===== config.mk =====
export PLATFORM = sky130hd
export DESIGN_NAME = pixrow_seq
export DESIGN_NICKNAME = d
export VERILOG_FILES = /design/src/rtl/pixrow_seq.sv
export SDC_FILE = /design/constraint.sdc
export NUM_CORES = 1
export LEC_CHECK = 0
export ABC_CLOCK_PERIOD_IN_PS = 3440
export BUFFER_PORTS_ARGS = -buffer_cell sky130_fd_sc_hd__buf_2
export CORE_ASPECT_RATIO = 1.4
export CORE_UTILIZATION = 35
export DETAILED_ROUTE_END_ITERATION = 10
export PLACE_DENSITY = 0.66
export SYNTH_ARGS = -nofsm -noshare
export SYNTH_HDL_FRONTEND = slang
export SYNTH_SLANG_ARGS = --single-unit

===== constraint.sdc =====
create_clock -name clk -period 3.44 [get_ports clk]
set_clock_uncertainty 0.1 [all_clocks]
set_input_delay 0.172 -clock clk [delete_from_list [all_inputs] [get_ports clk]]
set_output_delay 0.172 -clock clk [all_outputs]
set_load 0.02 [all_outputs]

===== src/rtl/pixrow_seq.sv =====
module pixrow_seq #(
  parameter int ROWS    = 8,
  parameter int COLS    = 8,
  parameter int DEPTH   = 4,
  parameter int LEN_W   = 4,
  parameter int STALL_W = 8,
  parameter int OVF_W   = 8,
  localparam int ROW_W  = $clog2(ROWS),
  localparam int AW     = $clog2(DEPTH)
) (
  input  logic               clk,
  input  logic               rst_n,
  input  logic               beam_active,
  input  logic [LEN_W-1:0]   len_sel,
  input  logic [LEN_W-1:0]   len_samp_a,
  input  logic [LEN_W-1:0]   len_clear,
  input  logic [LEN_W-1:0]   len_samp_b,
  input  logic [LEN_W-1:0]   len_cmp,
  input  logic [LEN_W-1:0]   len_push,
  input  logic [STALL_W-1:0] stall_limit,
  input  logic [COLS-1:0]    hit_in,
  output logic [ROWS-1:0]    row_sel,
  output logic [ROW_W-1:0]   row_idx,
  output logic               samp_a,
  output logic               row_clear,
  output logic               samp_b,
  output logic               cmp_strobe,
  output logic               frame_done,
  input  logic               rd_en,
  output logic               rd_valid,
  output logic [ROW_W-1:0]   rd_row,
  output logic [COLS-1:0]    rd_mask,
  output logic [OVF_W-1:0]   ovf_cnt
);
  typedef enum logic [2:0] {P_SEL, P_SMPA, P_CLR, P_SMPB, P_CMP, P_PUSH} phase_t;

  phase_t               phase;
  logic [LEN_W-1:0]     ph_cnt, len_cur;
  logic                 last, full, empty, wr, stalled, advance, rd_fire, ovf_seen;
  logic [AW:0]          wp, rp;
  logic [STALL_W-1:0]   stall_cnt;
  logic [ROW_W+COLS-1:0] mem [DEPTH];

  always_comb begin
    case (phase)
      P_SEL:   len_cur = len_sel;
      P_SMPA:  len_cur = len_samp_a;
      P_CLR:   len_cur = len_clear;
      P_SMPB:  len_cur = len_samp_b;
      P_CMP:   len_cur = len_cmp;
      default: len_cur = len_push;
    endcase
  end

  assign last    = (len_cur == '0) ? (ph_cnt == '0) : (ph_cnt == len_cur - 1'b1);
  assign full    = (wp[AW] != rp[AW]) && (wp[AW-1:0] == rp[AW-1:0]);
  assign empty   = (wp == rp);
  assign stalled = beam_active && phase == P_CMP && last && full;
  assign wr      = beam_active && phase == P_CMP && last && !full;
  assign advance = beam_active && last && !stalled;
  assign rd_fire = rd_en && !beam_active && !empty;

  assign row_sel    = (beam_active && phase inside {P_SEL, P_SMPA, P_CLR, P_SMPB})
                      ? (ROWS'(1) << row_idx) : '0;
  assign samp_a     = beam_active && phase == P_SMPA;
  assign row_clear  = beam_active && phase == P_CLR;
  assign samp_b     = beam_active && phase == P_SMPB;
  assign cmp_strobe = beam_active && phase == P_CMP;
  assign frame_done = beam_active && phase == P_PUSH && last && row_idx == ROW_W'(ROWS-1);

  always_ff @(posedge clk or negedge rst_n) begin
    if (!rst_n) begin
      phase   <= P_SEL;
      ph_cnt  <= '0;
      row_idx <= '0;
    end else if (advance) begin
      ph_cnt <= '0;
      case (phase)
        P_SEL:   phase <= P_SMPA;
        P_SMPA:  phase <= P_CLR;
        P_CLR:   phase <= P_SMPB;
        P_SMPB:  phase <= P_CMP;
        P_CMP:   phase <= P_PUSH;
        default: begin
          phase   <= P_SEL;
          row_idx <= (row_idx == ROW_W'(ROWS-1)) ? '0 : row_idx + 1'b1;
        end
      endcase
    end else if (beam_active && !stalled) begin
      ph_cnt <= ph_cnt + 1'b1;
    end
  end

  always_ff @(posedge clk) begin
    if (wr) mem[wp[AW-1:0]] <= {row_idx, hit_in};
  end

  always_ff @(posedge clk or negedge rst_n) begin
    if (!rst_n) begin
      wp       <= '0;
      rp       <= '0;
      rd_valid <= 1'b0;
      rd_row   <= '0;
      rd_mask  <= '0;
    end else begin
      rd_valid <= rd_fire;
      if (wr) wp <= wp + 1'b1;
      if (rd_fire) begin
        rp                <= rp + 1'b1;
        {rd_row, rd_mask} <= mem[rp[AW-1:0]];
      end
    end
  end

  always_ff @(posedge clk or negedge rst_n) begin
    if (!rst_n) begin
      stall_cnt <= '0;
      ovf_seen  <= 1'b0;
      ovf_cnt   <= '0;
    end else if (beam_active && !stalled) begin
      stall_cnt <= '0;
      ovf_seen  <= 1'b0;
    end else if (stalled) begin
      if (stall_cnt != '1) stall_cnt <= stall_cnt + 1'b1;
      if (stall_cnt == stall_limit && !ovf_seen) begin
        ovf_cnt  <= ovf_cnt + 1'b1;
        ovf_seen <= 1'b1;
      end
    end
  end
endmodule


### Word-level counts from Yosys, hierarchy flattened

Memories as Yosys holds them, arrays and structs flattened. A register that Yosys moved wholly into a read port is not among the register bits.
Index checks and enable logic that the tools add are counted.

* equality and inequality tests: 12
* add/sub/neg operators: 7
* reduce and logical (&&, ||, !) cells: 37
* bitwise logic cells: 2
* shift operators: 1
* muxes and demuxes: 15

Operator list (count)
* $mux 8: 4
* $pmux 4 s5: 1
* $logic_and 1x1->1: 18
* $add 8x1->8 const B: 2
* $pmux 3 s5: 1
* $add 3x1->3 const B: 3
* $eq 3x3->1 const B: 3
* $eq 8x8->1: 1
* $logic_not 4->1: 2
* $mux 4: 2
* $ne 8x8->1 const B: 1
* $reduce_bool 2->1: 4
* $shl 1x3->8 const A: 1
* $eq 3x2->1 const B: 2
* $logic_not 1->1: 6
* $mux 1: 6
* $reduce_and 2->1: 3
* $reduce_or 5->1: 1
* $add 4x1->4 const B: 1
* $eq 4x4->1: 1
* $reduce_bool 4->1: 1
* $sub 4x1->4 const B: 1
* $eq 3x1->1 const B: 1
* $eq 3x3->1: 1
* other kinds (6): 7

* RAM bits: 44
* register bits: 34
* output and inout port bits: 36
* word-level logic and storage cells: 84
* memories: 1

Memories
* mem: depth 4, width 11, read ports 1, clocked after Yosys merged registers in 1, write ports 1, RTL line 42 `logic [ROW_W+COLS-1:0] mem [DEPTH];`

### Longest topological paths before layout

Gate-level depths: netlist of the first run.

* word-level depth: 11
* depth in mapped cells: 12
* mapped depth without buffers: 10

### Worst setup path before layout of the first run

Ideal clock, no wire load.

* path type: reg-to-reg
* from: register phase[0]
* to: memory mem[0][0] (netlist bit) (enable)
* path slack: 0.081 ns
* cell stages (with the launch flop): 12
* buffers on the path: 1
* setup time: 0.378 ns
* data required time: 2.962 ns
* data arrival time: 2.880 ns
* path through: dfrtp_1 -> buf_6 -> nor2_2 -> a22o_1 -> or2_4 -> ha_1 -> xor2_1 -> o21ai_1 -> o31a_4 -> nor2_4 -> nand3_2 -> nor2_1

* longest elaborated chain between the ends: 9
* elaborated cells between the ends (all ways): 15
* classes of those cells: add/sub: 1; eq/ne: 5; mux: 4; reduce/logical: 5

RTL lines
* start, declared: RTL line 37 `phase_t phase;`
* start signal, assigned: RTL line 73 `phase <= P_SEL;`
* start signal, assigned: RTL line 79 `P_SEL: phase <= P_SMPA;`
* start signal, assigned: RTL line 80 `P_SMPA: phase <= P_CLR;`
* $eq 3x3->1, or another cell as far along: RTL line 45, 59
* $pmux 4 s5: RTL line 45 `case (phase)`
* $sub 4x1->4: RTL line 55 `assign last = (len_cur == '0) ? (ph_cnt == '0) : (ph_cnt == len_cur - 1'b1);`
* $eq 4x4->1: RTL line 55
* $mux 1: RTL line 55
* $logic_and 1x1->1 * (2 in a row): RTL line 59 `assign wr = beam_active && phase == P_CMP && last && !full;`
* $mux 1 *: RTL line 95 `if (wr) mem[wp[AW-1:0]] <= {row_idx, hit_in};`
* $mux 1 (not written as such) *: RTL line 95
* end, declared: RTL line 42

Mark *: on every way between the ends. The rest lies on a longest branch, timed or not.

### Final worst setup path of the first run

* from: register phase[0]
* to: memory mem[2][9] (netlist bit) (enable)

Same word-level chain as after synthesis.

==> results of run 1 <==
[per-layer routing]
metal / vias to the layer above / global-route usage, % / wire length (µm)
li1: 1480 / - / -
met5: - / 0 / 0
met2: 56 / 27.7 / 5130
met3: 13 / 2.81 / 253
met1: 1515 / 16.1 / 3690
met4: 0 / 5.56 / 156
[layout make-up]
cell class / count / area [µm²]
Clock inverter: 6 / 42.5
Fill cell: 1152 / 6950
Inverter: 19 / 71.3
Timing Repair Buffer: 100 / 586
Tap cell: 150 / 188
Multi-Input combinational cell: 229 / 1970
Sequential cell: 89 / 2450
Clock buffer: 10 / 239
[stage by stage]
| stage | instance area (µm²) | cells | power [µW] |
|---|---|---|---|
| after global placement | 5140 | 578 | 2710 |
| after CTS | 5520 | 603 | 3680 |
| after floorplan | 4550 | 350 | 2420 |
| final | 5540 | 603 | 3640 |
| after detailed placement | 5140 | 578 | 2750 |
| after global routing | 5540 | 603 | 3860 |
[where the power goes]
group          total (µW)  switching, µW  internal (µW)
clock                 906            396            510
sequential           1420            167           1250
combinational        1310            714            600
total                3640           1280           2360
[critical path: stages (launching register included)]
cell	delay (ns)
dfrtp_2	0.50
nor2b_1	0.20
a22o_1	0.27
or2_4	0.27
ha_1	0.30
xor2_1	0.13
o21ai_1	0.10
o31a_4	0.44
nor2_4	0.14
nand3_2	0.15
nor2_1	0.18
buf_6	0.19
[repair_timing]
item	in CTS	in global routing
setup buffers	0	0
hold buffers	9	0
setup endpoints to repair	1	34
resized for setup	1	6
hold endpoints to repair	77	0
[how the worst min path moves through the flow]
| stage | end | cells past startpoint |
|---|---|---|
| 4_1_cts | stall_cnt[2]$_DFFE_PN0P_ | 2 |
| 2_1_floorplan | ovf_cnt[0]$_DFFE_PN0P_ | 0 |
| 6_report | stall_cnt[2]$_DFFE_PN0P_ | 2 |
| 3_3_place_gp | mem[3][0]$_DFFE_PP_ | 1 |
| 3_5_place_dp | mem[3][0]$_DFFE_PP_ | 1 |
| 5_1_grt | stall_cnt[6]$_DFFE_PN0P_ | 2 |
[cell usage in the layout (no fill, tap or decap), types with 10 or more instances in the layout]
cell type and n:
mux2i_1 10, xnor2_1 18, buf_4 11, buf_2 78
edfxtp_1 44, and3_1 10, and2_1 10, mux2_2 14
inv_1 19, o21ai_0 16, ha_1 16, mux4_2 11
nor2_1 15, dfrtp_1 43
[cells by family after synthesis]
group                      Yosys count
adders and majority gates           16
AOI/OAI and AO/OA                   47
xor gates and xnor gates            24
buffers and inverters               32
DFF                                 89
muxes                               38
and+or+nand+nor                    104
[flip-flops by register name, summed over array words and instances, names as in the netlist]
signal     cells
ph_cnt         4
rd_row         3
rp             3
rd_mask        8
row_idx        3
phase          3
ovf_cnt        8
stall_cnt      8
wp             3
rd_valid       1
ovf_seen       1
mem           44
==> flow_summary.ini, run 1 <==
[logic_synthesis]
synthFlopType = dfrtp_1
post_synth_num_cell_types = 58
synth_most_common_cell = dfrtp_1
synth_warnings = 0
yosys.area_share.simple_pct = 14.9
yosys-top-cells-count = dfrtp_1 (45), edfxtp_1 (44), inv_1 (19)
synth-edff-count = 44
yosys-top-cells-area = edfxtp_1 (29%), dfrtp_1 (25%), mux4_2 (5.4%)
yosys.area_share.xor_xnor_pct = 4.62
synth_top_area_share_pct = 29.0
synth_fa_ha_area_share_pct = 4.40
synth_area_mm2 = 0.00455
synth_fp_nets = 410
ys_ff_latch = 89
synthMuxAreaShare_pct = 11.9
ys_async_sr_fraction_pct = 50.6
synth_top_family_by_area = simple AND/OR/NAND/NOR gates
synth_seq_area_share_pct = 53.8
syn_area_per_cell_um2 = 13.0
synth-compound-area-share_pct = 7.18
synthCells = 350
synth_area_leader_cell = edfxtp_1

[layout]
nets = 508
area_growth_syn_to_layout_pct = 21.8
final_util_pct = 44.4
drive_above_1_share_pct = 32.7
antenna_cells = 0

[floorplanning]
rows = 48
die_width_um = 98.4
die_y_um = 137
core_area_mm2 = 0.0125
dieArea_mm2 = 0.0135
start_util_pct = 36.4
io-pin-count = 80

[grt]
grt_pass1_vias = 3123
antenna_found_initial = 0
grt_first_pass_wirelength_um = 15200
grt_use_total_pct = 14.6
grt_max_degree = 46
grt-ovfl-total = 0

[clocking]
cts.htree.levels = 3
cts_tree = built
clkSinkCount = 89
clockBufferDepth = 2
clkSlewWorstSetupHoldPaths_ns = 0.07
clock-root-buffer = clkbuf_16
cts_made_buffers = 9
clk_latency_ns = 0.33

[placed_design]
dp_hpwl_um = 6840
io_buffers = 79
dp_worst_setup_slack_ns = 0.102
gp_congestion = 0.808

[setup_path]
endpoint = mem[2][9]$_DFFE_PP_
reg2reg_to = mem[2][9]$_DFFE_PP_
cp-startpoint = phase[0]$_DFFE_PN0P_
cp.required_ns = 3.38
r2r_slack_ns = 0.16
reg2reg_from = phase[0]$_DFFE_PN0P_
worst-endpoint-arrival_ns = 3.22
crit_fanout = 11
critPathCaptureType = register
r2r_cells = 11
path_class = register to register
startpoint_type = register

[route]
drtPass1Iterations = 6
vias = 3064
drt_wl_total_um = 9230
drt-initial-drc-count = 105
drc_errors = 0
postRouteAntennaNets = 0
vias_per_cell = 5.08
wl_per_cell_um = 15.3

[min_path]
hp-class = primary input to register
worstHoldStart = beam_active

[timing]
hold_viol = 0
rsz0062_at_grt = no
setup_violations = 0
tightest_slew_ns = 1.06
slew_headroom_pct = 29.4
whs_ns = 0.176
clock.fmax_mhz = 305
tns_ns = 0
fin_ws_ns = 0.161
slew_violations = 0
finalCriticalPeriod_ns = 3.28
fin_crit_sh_pct = 95.3

[power_and_ir_drop]
power_density_mw_per_mm2 = 657
leakage_uw = 0.00234
peakVddDrop_mv = 0.232

[status]
outcome = finished clean

[run]
drv_cap = 0
No activity file was read; power rests on OpenSTA's default activity.
==> run 2, diff against run 1 <==
--- a/config.mk
+++ b/config.mk
@@ -7,10 +7,13 @@
 export LEC_CHECK = 0
 export ABC_CLOCK_PERIOD_IN_PS = 3440
 export BUFFER_PORTS_ARGS = -buffer_cell sky130_fd_sc_hd__buf_2
+export CAP_MARGIN = 20
+export CELL_PAD_IN_SITES_DETAIL_PLACEMENT = 0
+export CELL_PAD_IN_SITES_GLOBAL_PLACEMENT = 1
 export CORE_ASPECT_RATIO = 1.4
 export CORE_UTILIZATION = 35
 export DETAILED_ROUTE_END_ITERATION = 10
-export PLACE_DENSITY = 0.66
+export PLACE_DENSITY = 0.77
 export SYNTH_ARGS = -nofsm -noshare
 export SYNTH_HDL_FRONTEND = slang
 export SYNTH_SLANG_ARGS = --single-unit
==> run 2 against run 1 <==
Compared with the run above:
- critical endpoint is now frame_done
- the run now ends with design-rule violations left
- register-to-register slack gained 0.07 ns
- critical path depth decreased by 1
- largest power group unchanged
- die area is the same
==> flow_summary.ini, run 2 (synthesized netlist as in run 1, its figures left out) <==
[grt]
grt_max_degree = 46
grt-ovfl-total = 0
grt_first_pass_wirelength_um = 15200
grt_pass1_vias = 3138
grt_use_total_pct = 14.6
antenna_found_initial = 0

[timing]
slew_headroom_pct = 57.7
fin_crit_sh_pct = 93.9
setup_violations = 0
hold_viol = 0
finalCriticalPeriod_ns = 3.23
fin_ws_ns = 0.209
tightest_slew_ns = 0.635
slew_violations = 0
rsz0062_at_grt = no
clock.fmax_mhz = 310
tns_ns = 0

[placed_design]
post_dp_cell_area_mm2 = 0.00516
dp_hpwl_um = 6740
dpl.cell_count = 580
gp_congestion = 0.770
io_buffers = 79
dp_worst_setup_slack_ns = 0.0641

[route]
drc_errors = 3
vias_per_cell = 5.07
drt-initial-drc-count = 93
wl_per_cell_um = 15.5
drtPass1Iterations = 9
drt_wl_total_um = 9420
postRouteAntennaNets = 0
vias = 3073

[clocking]
clkSinkCount = 89
clk_latency_ns = 0.34
clkSlewWorstSetupHoldPaths_ns = 0.07
post_cts_buffers = 0
cts.htree.levels = 3
cts_made_buffers = 9
clock-root-buffer = clkbuf_16
clockBufferDepth = 2
cts_tree = built

[setup_path]
crit_fanout = 13
path_class = register to output port
cp.required_ns = 3.17
path_cells = buf_4 -> nor2_4 -> a211oi_2 -> or2_4 -> ha_1 -> xor2_1 -> o21ai_1 -> o31a_4 -> nor4_2 -> buf_2
slowest_delay_ns = 0.44
worst-endpoint-arrival_ns = 2.96
cp_slowest_cell = o31a_4
startpoint_type = register
critPathCaptureType = output port

[layout]
nets = 511
layout_common_cells = buf_2 (79), edfxtp_1 (44), dfrtp_1 (44)
drive_above_1_share_pct = 34.0
finalInstanceArea_mm2 = 0.00559
antenna_cells = 0
layout_commonest_cell = buf_2
area_growth_syn_to_layout_pct = 22.9
stdcell_count = 606
final_util_pct = 44.8
largest_reg_flops = 44

[power_and_ir_drop]
p_comb_share_pct = 36.9
p_seq_share_pct = 37.8
p_sw_share_pct = 35.6
netSwitchingPower_uw = 1320
clkPwrFrac_pct = 25.2
leakage_uw = 0.00234
power_density_mw_per_mm2 = 664
peakVddDrop_mv = 0.217
p_int_uw = 2390

[floorplanning]
start_util_pct = 36.4
die_y_um = 137
core_area_mm2 = 0.0125
rows = 48
io-pin-count = 80
dieArea_mm2 = 0.0135
die_width_um = 98.4

[status]
violations = design-rule violations
outcome = complete, but fails checks

[run]
drv_cap = 0

[min_path]
hp-class = primary input to register
## run 2: cell type report
cell class                 instances  area, µm²
fill                            1148       6900
clock inverter                     7       57.6
timing repair buffer             103        622
multi-input combinational        229       1980
clock buffer                       9        225
sequential                        89       2450
inverter                          19       75.1
tap                              150        188
## run 2: final timing paths
kind	start	endpoint	slack, ns	cells after the start
setup reg to reg	phase[1]$_DFFE_PN0P_	mem[3][0]$_DFFE_PP_	0.23	11
setup / recovery	phase[1]$_DFFE_PN0P_	frame_done	0.21	10
hold reg to reg	ovf_cnt[7]$_DFFE_PN0P_	ovf_cnt[7]$_DFFE_PN0P_	0.37	1
max in group asynchronous	rst_n	phase[2]$_DFFE_PN0P_	2.44	3
hold / removal	beam_active	stall_cnt[2]$_DFFE_PN0P_	0.17	2
min in group asynchronous	rst_n	rd_mask[7]$_DFFE_PN0P_	0.26	2
## run 2: power by group through the flow
stage / logic, µW / registers (µW) / clock network, µW
final: 1370 / 1400 / 936
after global routing: 1500 / 1420 / 998
after CTS: 1370 / 1400 / 959
after detailed placement: 1350 / 1430 / 0
after global placement: 1320 / 1420 / 0
after floorplan: 953 / 1470 / 0
## run 2: metrics by stage
stage / power [µW] / hold slack, ns
global route: 3920 / 0.215
floorplan: 2420 / -0.224
detailed placement: 2780 / 0.297
CTS: 3740 / 0.166
global placement: 2740 / 0.295
finish: 3710 / 0.171
## run 2: timing repair
action / CTS / global route
endpoints found under the hold margin: 52 / 0
endpoints found under the setup margin: 0 / 46
hold buffers: 9 / 0
gates resized for setup: 0 / 10
## run 2: routing by layer
layer	vias to the layer above	GRT usage, %	part of all wire, %
met3	4	2.81	3.3
met1	1510	16.8	42
met2	62	27.2	54
met5	-	0	0
li1	1497	-	-
met4	0	4.89	0.88
## run 2: critical path: cells and delay by family (launching register included)
kind / cells / cell delay, ns
adder cells (fa/ha/maj): 1 / 0.30
AND/OR/NAND/NOR: 3 / 0.67
buffers and inverters: 2 / 0.43
AO/OA/AOI/OAI: 3 / 0.66
XOR/XNOR: 1 / 0.14
flip-flops: 1 / 0.42
==> run 3, diff against run 2 <==
==> constraint.sdc (replaced) <==
create_clock -name clk -period 3.44 [get_ports clk]
set_clock_uncertainty 0.1 [all_clocks]
set_input_delay 0.516 -clock clk [delete_from_list [all_inputs] [get_ports clk]]
set_output_delay 0.516 -clock clk [all_outputs]
set_load 0.02 [all_outputs]
==> run 3 against run 2 <==
Compared with the run above:
- the flow still finishes with violations (design-rule violations)
- count of clock-buffer cells in the layout is 1 higher
- worst setup slack worse by 0.12 ns
- combinational power is 9% higher
- power is 5.0% higher
- first-iteration DRC count is 26% higher
- die area stayed put
- cell count is 0.17% higher
- routed wire length is 1.1% lower
- global-route usage is 0.090 points lower
- critical path depth stayed put
- non-clock buffer count is 1 higher
- register-to-register slack worse by 0.07 ns
- critical endpoint unchanged
==> flow_summary.ini, run 3 (synthesized netlist as in run 1, its figures left out) <==
[status]
outcome = complete, but fails checks
violations = design-rule violations

[setup_path]
reg2reg_from = phase[1]$_DFFE_PN0P_
worst-endpoint-arrival_ns = 2.74
startpoint_type = register
r2r_cells = 13
endpoint = frame_done
cp.required_ns = 2.82
path_class = register to output port
crit_fanout = 4
cp-startpoint = phase[1]$_DFFE_PN0P_
reg2reg_to = mem[2][4]$_DFFE_PP_
r2r_slack_ns = 0.16
critPathCaptureType = output port

[timing]
setup_violations = 0
slew_violations = 0
fin_crit_sh_pct = 97.5
whs_ns = 0.0689
fin_ws_ns = 0.0875
hold_viol = 0
rsz0062_at_grt = yes
finalCriticalPeriod_ns = 3.35
tns_ns = 0
clock.fmax_mhz = 298
slew_headroom_pct = 62.7
tightest_slew_ns = 0.559

[placed_design]
dp_worst_setup_slack_ns = 0.0716
io_buffers = 79
dpl.cell_count = 584
dp_hpwl_um = 6790
gp_congestion = 0.788

[clocking]
cts_tree = built
clkSlewWorstSetupHoldPaths_ns = 0.07
clkSinkCount = 89
cts_hold_buf = 0
cts.htree.levels = 3
clockBufferDepth = 2
cts_made_buffers = 9
clock-root-buffer = clkbuf_16
clk_latency_ns = 0.33

[layout]
nets = 512
largest_reg_flops = 44
layout_common_cells = buf_2 (78), edfxtp_1 (44), dfrtp_1 (43)
antenna_cells = 0
area_growth_syn_to_layout_pct = 23.3
final_util_pct = 44.9
drive_above_1_share_pct = 36.1
stdcell_count = 607
layout_commonest_cell = buf_2

[route]
drt-initial-drc-count = 117
wl_per_cell_um = 15.3
vias = 3068
drt_wl_total_um = 9310
drtPass1Iterations = 9
vias_per_cell = 5.05
drc_errors = 2
postRouteAntennaNets = 0

[power_and_ir_drop]
netSwitchingPower_uw = 1340
p_seq_share_pct = 35.7
p_comb_share_pct = 38.1
p_int_uw = 2560
p_sw_share_pct = 34.4
clkPwrFrac_pct = 26.2
power_density_mw_per_mm2 = 694
peakVddDrop_mv = 0.290
leakage_uw = 0.00238

[grt]
grt-ovfl-total = 0
grt_use_total_pct = 14.5
antenna_found_initial = 0
grt_pass1_vias = 3132
grt_first_pass_wirelength_um = 15200
grt_max_degree = 46

[floorplanning]
core_area_mm2 = 0.0125
rows = 48
dieArea_mm2 = 0.0135
die_y_um = 137
start_util_pct = 36.4
io-pin-count = 80
die_width_um = 98.4

[min_path]
hp-class = primary input to asynchronous set/reset pin

[run]
drv_cap = 0
## run 3: cell count changes in the layout (fill, tap and decap cells not counted), sizes merged
cell,delta
buf,+10
clkinvlp,-1
clkbuf,+1
clkinv,-1
dlygate4sd3,-9
bufinv,+1
## run 3: stage by stage
| step | power, µW | instance area [µm²] |
|---|---|---|
| floorplan | 2420 | 4550 |
| global placement | 2730 | 5190 |
| detailed placement | 2770 | 5190 |
| CTS | 3830 | 5540 |
| global route | 4110 | 5610 |
| finish | 3900 | 5610 |
## run 3: power groups by stage
stage          Clock, µW  Combinational (µW)  Sequential (µW)
6_report            1020                1490             1390
5_1_grt             1080                1620             1410
4_1_cts             1040                1400             1390
3_5_place_dp           0                1360             1410
3_3_place_gp           0                1340             1400
2_1_floorplan          0                 953             1470
## run 3: critical path, stage by stage (launching register included)
cell and delay [ns]:
dfrtp_1 0.42, buf_4 0.17, mux2i_1 0.12, a22o_1 0.21
or2_4 0.27, ha_1 0.30, xor2_1 0.13, o21ai_1 0.09
o31a_4 0.29, nor4_4 0.22, buf_4 0.18
## run 3: worst min path at each step
stage	to	depth (start not counted)
finish	rd_row[2]$_DFFE_PN0P_	1
global route	rd_row[2]$_DFFE_PN0P_	1
CTS	mem[0][4]$_DFFE_PP_	1
detailed placement	ovf_cnt[7]$_DFFE_PN0P_	1
global placement	ovf_cnt[7]$_DFFE_PN0P_	1
floorplan	ovf_cnt[0]$_DFFE_PN0P_	0
## run 3: cell type report
cell class,instances,area (µm²)
clock buffers,10,239
clock inverters,6,82.6
fillers,1159,6880
inverters,19,71.3
multi-input cells,229,1980
flip-flops and latches,89,2450
well taps,150,188
repair buffers,104,598
## run 3: layer usage
| layer | part of all wire (%) | up-vias | track usage (%) |
|---|---|---|---|
| met5 | 0 | - | 0 |
| met4 | 1.0 | 0 | 4.48 |
| met3 | 2.8 | 5 | 2.55 |
| met2 | 54 | 59 | 27.4 |
| met1 | 42 | 1514 | 16.7 |
| li1 | - | 1490 | - |
## run 3: what timing repair did
| action | 4_1_cts | 5_1_grt |
|---|---|---|
| gates cloned | 0 | 0 |
| gates resized for setup | 5 | 4 |
| buffers inserted | 1 | 5 |
| pin swaps | 1 | 2 |
| endpoints found under the setup margin | 1 | 20 |
